--- src/rtl/rb_pkg.sv ---
package rb_pkg;
  localparam int XLEN      = 32;
  localparam int RIDX_W    = 4;
  localparam int NUM_GPR   = 13;
  localparam int IDX_SP    = 13;
  localparam int IDX_LR    = 14;
  localparam int IDX_PC    = 15;
  localparam int EXC_W     = 6;
  localparam int FLAG_W    = 4;
  localparam int PSR_T_POS = 24;
  localparam int PSR_F_LSB = 28;

  typedef enum logic [2:0] {
    BS_REQ_SP,
    BS_WAIT_SP,
    BS_REQ_PC,
    BS_WAIT_PC,
    BS_RUN
  } boot_state_t;
endpackage

--- src/rtl/rb_boot_seq.sv ---
module rb_boot_seq
  import rb_pkg::*;
#(
  parameter int          ADDR_W   = 32,
  parameter int          DATA_W   = 32,
  parameter int unsigned SP_ADDR  = 0,
  parameter int unsigned VEC_ADDR = 4
) (
  input  logic              clk,
  input  logic              rst,
  output logic              mem_req,
  output logic [ADDR_W-1:0] mem_addr,
  input  logic              mem_rvalid,
  input  logic [DATA_W-1:0] mem_rdata,
  output logic              ld_sp,
  output logic              ld_pc,
  output logic [DATA_W-1:0] ld_word,
  output logic              ready
);
  boot_state_t state;

  always_ff @(posedge clk) begin
    if (rst) begin
      state <= BS_REQ_SP;
    end else begin
      case (state)
        BS_REQ_SP:  state <= BS_WAIT_SP;
        BS_WAIT_SP: if (mem_rvalid) state <= BS_REQ_PC;
        BS_REQ_PC:  state <= BS_WAIT_PC;
        BS_WAIT_PC: if (mem_rvalid) state <= BS_RUN;
        default:    state <= BS_RUN;
      endcase
    end
  end

  assign mem_req  = (state == BS_REQ_SP) || (state == BS_REQ_PC);
  assign mem_addr = (state == BS_REQ_PC) ? ADDR_W'(VEC_ADDR) : ADDR_W'(SP_ADDR);
  assign ld_sp    = (state == BS_WAIT_SP) && mem_rvalid;
  assign ld_pc    = (state == BS_WAIT_PC) && mem_rvalid;
  assign ld_word  = mem_rdata;
  assign ready    = (state == BS_RUN);

  AST_REQ_SINGLE_CYCLE: assert property (@(posedge clk) disable iff (rst) mem_req |=> !mem_req);
  AST_READY_HOLDS: assert property (@(posedge clk) disable iff (rst) ready |=> ready);
  AST_READY_AFTER_PC: assert property (@(posedge clk) disable iff (rst) $rose(ready) |-> $past(ld_pc));
endmodule

--- src/rtl/rb_gpr_ram.sv ---
module rb_gpr_ram #(
  parameter int DATA_W = 32,
  parameter int DEPTH  = 16,
  localparam int AW    = $clog2(DEPTH)
) (
  input  logic              clk,
  input  logic              we,
  input  logic [AW-1:0]     waddr,
  input  logic [DATA_W-1:0] wdata,
  input  logic [AW-1:0]     raddr_a,
  input  logic [AW-1:0]     raddr_b,
  output logic [DATA_W-1:0] rdata_a,
  output logic [DATA_W-1:0] rdata_b
);
  logic [DATA_W-1:0] mem [DEPTH];

  always_ff @(posedge clk) begin
    if (we) mem[waddr] <= wdata;
    rdata_a <= mem[raddr_a];
    rdata_b <= mem[raddr_b];
  end
endmodule

--- src/rtl/rb_sp_bank.sv ---
module rb_sp_bank #(
  parameter int DATA_W = 32
) (
  input  logic              clk,
  input  logic              rst,
  input  logic              use_psp,
  input  logic              wr_en,
  input  logic [DATA_W-1:0] wr_data,
  input  logic              boot_ld,
  input  logic [DATA_W-1:0] boot_data,
  output logic [DATA_W-1:0] sp_cur
);
  logic [DATA_W-1:0] msp_q, psp_q;
  logic              unused_lsbs;

  assign unused_lsbs = ^{wr_data[1:0], boot_data[1:0]};

  always_ff @(posedge clk) begin
    if (rst) begin
      msp_q <= '0;
      psp_q <= '0;
    end else if (boot_ld) begin
      msp_q <= {boot_data[DATA_W-1:2], 2'b00};
    end else if (wr_en) begin
      if (use_psp) psp_q <= {wr_data[DATA_W-1:2], 2'b00};
      else         msp_q <= {wr_data[DATA_W-1:2], 2'b00};
    end
  end

  assign sp_cur = use_psp ? psp_q : msp_q;

  AST_SP_WORD_ALIGNED: assert property (@(posedge clk) disable iff (rst) (msp_q[1:0] == 2'b00) && (psp_q[1:0] == 2'b00));
  AST_PSP_UNTOUCHED: assert property (@(posedge clk) disable iff (rst) (wr_en && !use_psp) |=> $stable(psp_q));
endmodule

--- src/rtl/core_regbank.sv ---
module core_regbank
  import rb_pkg::*;
#(
  parameter int DATA_W = XLEN,
  parameter int ADDR_W = 32,
  parameter int IDX_W  = RIDX_W
) (
  input  logic              clk,
  input  logic              rst,
  output logic              mem_req,
  output logic [ADDR_W-1:0] mem_addr,
  input  logic              mem_rvalid,
  input  logic [DATA_W-1:0] mem_rdata,
  output logic              core_ready,
  output logic              vec_fault,
  input  logic [EXC_W-1:0]  exc_num,
  input  logic [IDX_W-1:0]  rd_a_idx,
  output logic [DATA_W-1:0] rd_a_data,
  input  logic [IDX_W-1:0]  rd_b_idx,
  output logic [DATA_W-1:0] rd_b_data,
  input  logic              wr_en,
  input  logic [IDX_W-1:0]  wr_idx,
  input  logic [DATA_W-1:0] wr_data,
  input  logic              flags_wr,
  input  logic [FLAG_W-1:0] flags_in,
  output logic [DATA_W-1:0] psr_out,
  input  logic              mask_wr,
  input  logic [DATA_W-1:0] mask_in,
  output logic [DATA_W-1:0] mask_out,
  input  logic              ctrl_wr,
  input  logic [DATA_W-1:0] ctrl_in,
  output logic [DATA_W-1:0] ctrl_out
);
  localparam int NPORT = 2;
  localparam int DEPTH = 1 << IDX_W;

  logic              ld_sp, ld_pc;
  logic [DATA_W-1:0] ld_word;
  logic              ready;
  logic [DATA_W-1:0] pc_q, sp_cur;
  logic              t_q, fault_q, mask_q;
  logic [1:0]        ctrl_q;
  logic [FLAG_W-1:0] flags_q;
  logic              handler, use_psp, wr_ok, gpr_we, sp_we, pc_we;
  logic              unused_hi;

  assign unused_hi = ^{mask_in[DATA_W-1:1], ctrl_in[DATA_W-1:2]};

  rb_boot_seq #(.ADDR_W(ADDR_W), .DATA_W(DATA_W), .SP_ADDR(0), .VEC_ADDR(4)) u_boot (
    .clk(clk), .rst(rst), .mem_req(mem_req), .mem_addr(mem_addr),
    .mem_rvalid(mem_rvalid), .mem_rdata(mem_rdata),
    .ld_sp(ld_sp), .ld_pc(ld_pc), .ld_word(ld_word), .ready(ready)
  );

  // Register 13 context select: handler context always uses the main copy.
  assign handler = |exc_num;
  assign use_psp = !handler && ctrl_q[1];
  assign wr_ok   = wr_en && ready;
  assign gpr_we  = wr_ok && ((wr_idx < IDX_W'(NUM_GPR)) || (wr_idx == IDX_W'(IDX_LR)));
  assign sp_we   = wr_ok && (wr_idx == IDX_W'(IDX_SP));
  assign pc_we   = wr_ok && (wr_idx == IDX_W'(IDX_PC));

  logic [NPORT-1:0][IDX_W-1:0]  rd_idx;
  logic [NPORT-1:0][DATA_W-1:0] ram_q, spec_q, rd_data;
  logic [NPORT-1:0]             spec_sel;

  assign rd_idx[0]  = rd_a_idx;
  assign rd_idx[1]  = rd_b_idx;
  assign rd_a_data  = rd_data[0];
  assign rd_b_data  = rd_data[1];

  rb_gpr_ram #(.DATA_W(DATA_W), .DEPTH(DEPTH)) u_gpr (
    .clk(clk), .we(gpr_we), .waddr(wr_idx), .wdata(wr_data),
    .raddr_a(rd_idx[0]), .raddr_b(rd_idx[1]),
    .rdata_a(ram_q[0]), .rdata_b(ram_q[1])
  );

  rb_sp_bank #(.DATA_W(DATA_W)) u_sp (
    .clk(clk), .rst(rst), .use_psp(use_psp), .wr_en(sp_we), .wr_data(wr_data),
    .boot_ld(ld_sp), .boot_data(ld_word), .sp_cur(sp_cur)
  );

  // Special registers kept beside the RAM; read ports pick them after the RAM stage.
  generate
    for (genvar p = 0; p < NPORT; p++) begin : g_rport
      always_ff @(posedge clk) begin
        if (rst) begin
          spec_sel[p] <= 1'b0;
          spec_q[p]   <= '0;
        end else begin
          spec_sel[p] <= (rd_idx[p] == IDX_W'(IDX_SP)) || (rd_idx[p] == IDX_W'(IDX_PC));
          spec_q[p]   <= (rd_idx[p] == IDX_W'(IDX_SP)) ? sp_cur : pc_q;
        end
      end
      assign rd_data[p] = spec_sel[p] ? spec_q[p] : ram_q[p];
    end
  endgenerate

  always_ff @(posedge clk) begin
    if (rst) begin
      pc_q    <= '0;
      t_q     <= 1'b0;
      fault_q <= 1'b0;
    end else if (ld_pc) begin
      pc_q    <= {ld_word[DATA_W-1:1], 1'b0};
      t_q     <= ld_word[0];
      fault_q <= ~ld_word[0];
    end else if (pc_we) begin
      pc_q    <= {wr_data[DATA_W-1:1], 1'b0};
    end
  end

  always_ff @(posedge clk) begin
    if (rst) begin
      flags_q <= '0;
      mask_q  <= 1'b0;
      ctrl_q  <= 2'b00;
    end else if (ready) begin
      if (flags_wr) flags_q <= flags_in;
      if (mask_wr)  mask_q  <= mask_in[0];
      if (ctrl_wr)  ctrl_q  <= ctrl_in[1:0];
    end
  end

  always_comb begin
    psr_out = '0;
    psr_out[PSR_F_LSB +: FLAG_W] = flags_q;
    psr_out[PSR_T_POS]           = t_q;
    psr_out[EXC_W-1:0]           = exc_num;
  end

  assign mask_out   = DATA_W'(mask_q);
  assign ctrl_out   = DATA_W'(ctrl_q);
  assign core_ready = ready;
  assign vec_fault  = fault_q;

  AST_FAULT_STICKY: assert property (@(posedge clk) disable iff (rst) vec_fault |=> vec_fault);
  AST_PC_EVEN: assert property (@(posedge clk) disable iff (rst) pc_q[0] == 1'b0);
  AST_T_FROM_ENTRY: assert property (@(posedge clk) disable iff (rst) ld_pc |=> (psr_out[PSR_T_POS] == $past(ld_word[0])));
  AST_BOOT_NO_WRITES: assert property (@(posedge clk) disable iff (rst) !core_ready |=> ($stable(mask_out) && $stable(ctrl_out)));
endmodule

--- config.mk ---
export PLATFORM = sky130hd
export DESIGN_NAME = core_regbank
export DESIGN_NICKNAME = d
export VERILOG_FILES = /design/src/rtl/rb_pkg.sv /design/src/rtl/rb_boot_seq.sv /design/src/rtl/rb_gpr_ram.sv /design/src/rtl/rb_sp_bank.sv /design/src/rtl/core_regbank.sv
export SDC_FILE = /design/constraint.sdc
export NUM_CORES = 1
export LEC_CHECK = 0
export ABC_AREA = 1
export BUFFER_PORTS_ARGS = -buffer_cell sky130_fd_sc_hd__buf_2
export CAP_MARGIN = 20
export CORE_UTILIZATION = 30
export DETAILED_ROUTE_END_ITERATION = 10
export HOLD_SLACK_MARGIN = 0.02
export SYNTH_ARGS = -nofsm -noshare
export SYNTH_HDL_FRONTEND = slang
export SYNTH_HIERARCHICAL = 1
export SYNTH_SLANG_ARGS = --single-unit
--- constraint.sdc ---
create_clock -name clk -period 4 [get_ports clk]
set_clock_uncertainty 0.1 [all_clocks]
set_input_delay 0.2 -clock clk [delete_from_list [all_inputs] [get_ports clk]]
set_output_delay 0.2 -clock clk [all_outputs]
set_load 0.05 [all_outputs]
==> results.md, run 1 <==
* Status: complete, no violations
* Port bufs at 177
* Switch Pwr at 4.91 mW
* Lkg Pwr at 19.6 nW
* CP arrival at 3.55 ns
* Worst hold path type: in -> reg
* Clock Latency Late Sink at 0.64 ns
* Post-synth EDFFs at approximately 510
* Synth Flop Type: edfxtp_1
* Setup violators final at 0
* Max-slew violation count at 0
* Crit path time final at between 3 and 4 ns
* Final Cell Area at about 0.044 mm2
* CP Data Required Time at ~4.5 ns
* Iteration-0 DRC Markers at roughly 3200
* FFs w/ async S/R, synth at 0
* P per Cell Area at ~420 mW/mm2
* Clk sinks at ~750
* GR Util All Layers at 0.181
* CTS Buffer Depth at 3
* Placed Area at 0.0398 mm2
* Seq pwr share at 0.458
* Syn-to-layout area delta at 13.0%
* Final nets at roughly 5000
* P_int at 13.5 mW
* First drt pass iteration count at 9
* Worst vdd ir at about 0.33 mV
* Post-Syn Instances at 4762
* Hpwl dp at 70200 um
* Cell Rows at 131
* Worst Setup Start Kind: input pin
* Area of the core at 0.128 mm2
* Setup ws final at 0.926 ns
* Via count at ~32000
* Post-synth top area cell: edfxtp_1
* Sw Ratio at 0.266
* Layout cell share with drive strength beyond 1 at 0.102
* H-tree Lvls at 3
* RSZ-0062 raised after global routing: false
* Rel. slew slack at 0.224
* Setup TNS Final at 0 ns
* Io pins at 352
* Placed cells at 6329
* DRC errors left at 0
* Die X at 360 um
* Starting density of the core at 0.302
* Syn Area/Cell at 8.09 um2
* Mapped Area at 0.0385 mm2
* Combinational power share at 0.121
* CTS Root Cell: clkbuf_16
* Routed wire length at 122000 um
* Detail Route Antenna Nets at 0
* Max-cap violations at 0
* Top post-synthesis cells by count: nand2_1, nand3_1, inv_1
* Initial antenna violation count at 5
* Worst-path maximum fanout at 84
* Yosys reg bits at 745
* Critical path class: in -> reg
* Most frequent cell after synthesis: nand2_1
* F_max at 325 MHz
* Tcrit/Tclk final at 0.768
* Drt wl/cell at about 19 um
* Power share of the clock group at 0.421
* Final Hold Fails at 0
* Largest net degree at the start of global routing at between 150 and 200
* Final Core Density at 0.342
* Sequential-to-total area share from yosys stat at 0.520
* Clk slew on worst S/H paths at 0.06 ns
* Gr ovfl total at 0
* TritonCTS clock tree: built
* Yosys top cell area share at 0.399
* Setup WS pre-CTS at 1.19 ns
* Worst Setup End Kind: flip-flop
* Total power at 18.4 mW
* Fin cells at 6575
* Die height at about 360 um
* Slew at the pin with the worst max-slew slack at 1.16 ns
* Die area at around 0.13 mm2
* Hold slack at ~0.064 ns
* Synth top area cells: edfxtp_1, nand2_1, nand3_1, dfxtp_1, inv_1
* First-pass GRT wire length at 181000 um
* Post-CTS Setup Inserts at 0
* Placer Congestion at slightly above 0.8
* Vias in the first global route at 29997
* Vias per cell at just under 5
* Synth unique cells at 32
* Synthesis Warnings at 6
* Num CTS Buffers at 80
timing repair:
| item | CTS | global route |
|---|---|---|
| endpoints found under the setup margin | 0 | 0 |
| endpoints found under the hold margin | 627 | 0 |
| hold buffers | 96 | 0 |
| resized for setup | 0 | 0 |
sequential cells by signal, summed over array words and instances, names as in the netlist:
signal and cells:
ctrl_q 2, flags_q 4, mask_q 1, pc_q 31, spec_q 64, spec_sel 2, t_q 1, u_boot/state 3
u_gpr/mem 512, u_gpr/rdata_a 32, u_gpr/rdata_b 32, u_sp/msp_q 30, u_sp/psp_q 30, vec_fault 1
per-layer routing:
metal,global-route usage,up-vias,part of all wire
met5,0,-,0.00044
li1,-,15085,-
met2,0.301,1558,0.48
met1,0.231,15123,0.40
met4,0.0879,8,0.046
met3,0.0250,285,0.078
final timing paths:
path / start / endpoint / slack (ns) / depth (start not counted)
worst max register to register: u_boot/state[2] / u_gpr/mem[14][5] / 1.21 / 8
worst max-delay path: rst / flags_q[0] / 0.93 / 8
worst min register to register: vec_fault / vec_fault / 0.36 / 2
worst min-delay path: rd_b_idx[3] / spec_q[40] / 0.06 / 4
cells in the final DEF (no fill, tap or decap), types with 9 or more instances in the layout:
| cell type | netlist | final |
|---|---|---|
| nand2_1 | 1430 | 1430 |
| nand3_1 | 934 | 934 |
| buf_2 | 150 | 171 |
| conb_1 | 3 | 115 |
| buf_12 | 0 | 21 |
| o21ai_0 | 70 | 70 |
| clkinv_1 | 1 | 14 |
| edfxtp_1 | 512 | 512 |
| clkinv_2 | 0 | 16 |
| nor2_4 | 2 | 18 |
| inv_1 | 624 | 620 |
| dfxtp_1 | 233 | 231 |
| o21ai_1 | 29 | 29 |
| clkbuf_1 | 37 | 15 |
| buf_4 | 178 | 48 |
| mux2_2 | 60 | 60 |
| nor2_1 | 314 | 298 |
| a21oi_1 | 33 | 33 |
| clkbuf_16 | 0 | 87 |
| clkbuf_8 | 0 | 9 |
| nand3_2 | 30 | 30 |
| dlygate4sd3_1 | 0 | 96 |
logic make-up after synthesis:
family / share of synthesized area
and+or+nand+nor: 0.304
buffers and inverters: 0.140
DFF: 0.520
AOI/OAI and AO/OA: 0.0174
muxes: 0.0187
other: 0.000292
critical path, stage by stage:
cell and delay [ns]:
dlygate4sd3_1 0.53, buf_2 0.26, inv_2 0.28, buf_4 0.71, o21ai_1 0.21, dlygate4sd3_1 0.62
nor2_1 0.11, dlygate4sd3_1 0.58
layout make-up:
cell class	count	area, um2
well taps	1662	2080
fillers	12938	84000
flip-flops and latches	745	20000
clock buffers	109	2330
multi-input cells	3045	13700
repair buffers	338	2630
diodes	1	2.50
clock inverters	40	410
inverters	635	2410
power groups by stage:
stage,combinational (mW),sequential [mW],clock (mW)
final,2.22,8.44,7.76
after global routing,2.38,8.44,8.15
after CTS,2.21,8.44,7.85
after detailed placement,2.13,8.61,0
after global placement,2.11,8.61,0
after floorplan,1.67,8.54,0
(Power assumes the default switching activity.)
==> inputs of run 2 (changes only) <==
- ABC_AREA: 1 -> 0
- clock period: 4 -> 2.94 ns (I/O delays scaled with it)
==> results.md, run 2 <==
* Final nets at 2680
* Clk slew on worst S/H paths at around 0.060 ns
* Placed Area at about 0.036 mm2
* Post-synth EDFFs at a little over 500
* Via count at about 21000
* Most common cell after layout, fill and taps aside: edfxtp_1
* Clock Latency Late Sink at ~0.64 ns
* ANT cells at 0
* First drt pass iteration count at 7
* Worst flop-to-flop path endpoint: pc_q[8]
* Synth Flop Type: edfxtp_1
* Syn Area/Cell at 14.9 um2
* GR Util All Layers at 0.168
* Hpwl dp at approximately 60000 um
* Worst vdd ir at 0.408 mV
* Top post-synthesis cells by count: edfxtp_1, nand2_1, mux4_2
* Iteration-0 DRC Markers at 2100
* DRC errors left at 0
* Worst Setup Start Kind: flip-flop
* Critical path class: reg -> reg
* Detail Route Antenna Nets at 0
* Die X at roughly 340 um
* Syn-to-layout area delta at 18.9%
* Largest register by flop count: u_gpr/mem
* Die height at roughly 340 um
* Gr ovfl total at 0
* Layout fillers at 10430
* Initial antenna violation count at 7
* Final Cell Area at 0.0402 mm2
* CP arrival at about 3 ns
* Hold EP: u_gpr/rdata_a[25]
* Post-CTS Setup Inserts at 0
* Largest net degree at the start of global routing at 66
* Starting density of the core at 0.304
* Layout cell share with drive strength beyond 1 at 0.301
* Synthesis Warnings at 6
* CTS Root Cell: clkbuf_16
* Yosys reg bits at ~750
* Crit path time final at 2.58 ns
* Post_cts resized at 0
* Worst-path maximum fanout at 31
* Post-Syn Instances at 2269
* Area of the multi-input gates at roughly 0.012 mm2
* RSZ-0062 raised after global routing: false
* Reg2Reg Setup Slack at ~0.36 ns
* Lkg Pwr at ~14 nW
* Port bufs at 177
* Max-slew violation count at 0
* Final Hold Fails at 0
* Tcrit/Tclk final at 0.878
* Io pins at 352
* Most frequent cell after synthesis: edfxtp_1
* Placer Congestion at just under 0.8
* P per Cell Area at slightly above 600 mW/mm2
* Synth unique cells at between 40 and 50
* Worst hold start: rd_a_idx[0]
* Slew at the pin with the worst max-slew slack at approximately 0.80 ns
* Drt wl/cell at 23.9 um
* Rel. slew slack at 0.466
* Area of the core at 0.111 mm2
* Post-synth top area cell: edfxtp_1
* TritonCTS clock tree: built
* CTS Buffer Depth at 3
* Die area at 0.114 mm2
* H-tree Lvls at 3
* Setup violators final at 0
* Vias in the first global route at 20779
* Clk sinks at 745
* Num CTS Buffers at 81
* Worst Setup End Kind: flip-flop
* Yosys top cell area share at 0.454
* Worst R2R Path Depth at 7
* Worst hold path type: in -> reg
* FF+latch area at 0.0200 mm2
* FFs w/ async S/R, synth at 0
* Total power at 24.4 mW
* Top Registers: u_gpr/mem x512, spec_q x64
* Max reg flops at 512
* Status: complete, no violations
* Synth top area cells: edfxtp_1, mux4_2, dfxtp_1, buf_4, nand2_1
* Vias per cell at 5.19
* CP Data Required Time at between 3 and 4 ns
* First-pass GRT wire length at 140000 um
* Commonest non-fill, non-tap cells in the layout: edfxtp_1, nand2_1, mux4_2, dfxtp_1, buf_2
* FF-to-FF Start: u_boot/state[1]
* Cell Rows at 122
* Routed wire length at 97300 um
* Sequential-to-total area share from yosys stat at 0.592
* Mapped Area at 0.0338 mm2
* F_max at 387 MHz
* Worst Hold Depth at 4
* Max-cap violations at 0
==> run 2: cell count changes in the layout (fill, tap and decap cells not counted), moves of 39 or more <==
cell	delta
nand2_1	-1140
nand3_1	-922
inv_1	-559
nor2_1	-259
mux4_2	+256
a22oi_1	+128
a21oi_1	+96
mux2_1	+60
o21ai_0	-39
==> run 2: power by group <==
part           switching [mW]  total, mW  internal (mW)
Sequential             0.0807       11.4           11.3
Combinational            1.77       2.58          0.817
Clock                    4.25       10.4           6.16
==> run 2: area by class of cell <==
type	instances	area share
clock buffer	109	0.0556
clock inverter	41	0.0118
inverter	61	0.00569
multi-input combinational	1241	0.302
sequential	745	0.498
tap	1488	0.0463
timing repair buffer	393	0.0806
==> run 2: critical path, cell delays in order, from the launching register on <==
cell and delay (ns):
dfxtp_1 0.38, nor3b_4 0.25, buf_4 0.23, and2_2 0.19
buf_12 0.29, a41oi_2 0.17, a221oi_2 0.27, dlygate4sd3_1 0.57
==> run 2: logic make-up after synthesis <==
family | Yosys count | share of synthesized area
AO/OA/AOI/OAI | 385 | 0.0905
buffers and inverters | 395 | 0.0682
flip-flops | 745 | 0.592
multiplexers | 351 | 0.202
other | 3 | 0.000333
AND/OR/NAND/NOR | 390 | 0.0467
==> run 2: repair_timing <==
action,in CTS,in global routing
setup endpoints to repair,0,0
hold buffers,122,0
hold endpoints to repair,639,0
==> run 2: stage by stage <==
step           hold WS [ns]  instances   util  setup WS [ns]  TNS [ns]
2_1_floorplan         0.110       2381      -         -0.194    -13.07
3_3_place_gp          0.256       3806  0.326          0.614         0
3_5_place_dp          0.253       3806  0.326          0.598         0
4_1_cts              0.0518       4078  0.361          0.349         0
5_1_grt               0.114       4078  0.361          0.225         0
6_report             0.0876       4078  0.361          0.359         0
==> run 2: worst max-delay path by stage <==
stage	from	end	slack, ns
floorplan	u_boot/state[2]	u_gpr/mem[0][0]	-0.19
global placement	u_boot/state[2]	u_gpr/mem[0][6]	0.61
detailed placement	u_boot/state[1]	u_gpr/mem[0][6]	0.60
CTS	spec_sel[1]	rd_b_data[3]	0.35
global route	u_boot/state[1]	pc_q[31]	0.22
finish	u_boot/state[1]	pc_q[8]	0.36
==> run 2: metal layers <==
metal	share of wire	track usage	wire length (um)	vias to the layer above
met5	0.00047	0	46	-
met4	0.026	0.0491	2540	6
met3	0.096	0.0355	9300	174
met2	0.45	0.258	43900	1112
met1	0.43	0.238	41600	10841
li1	-	-	-	9043
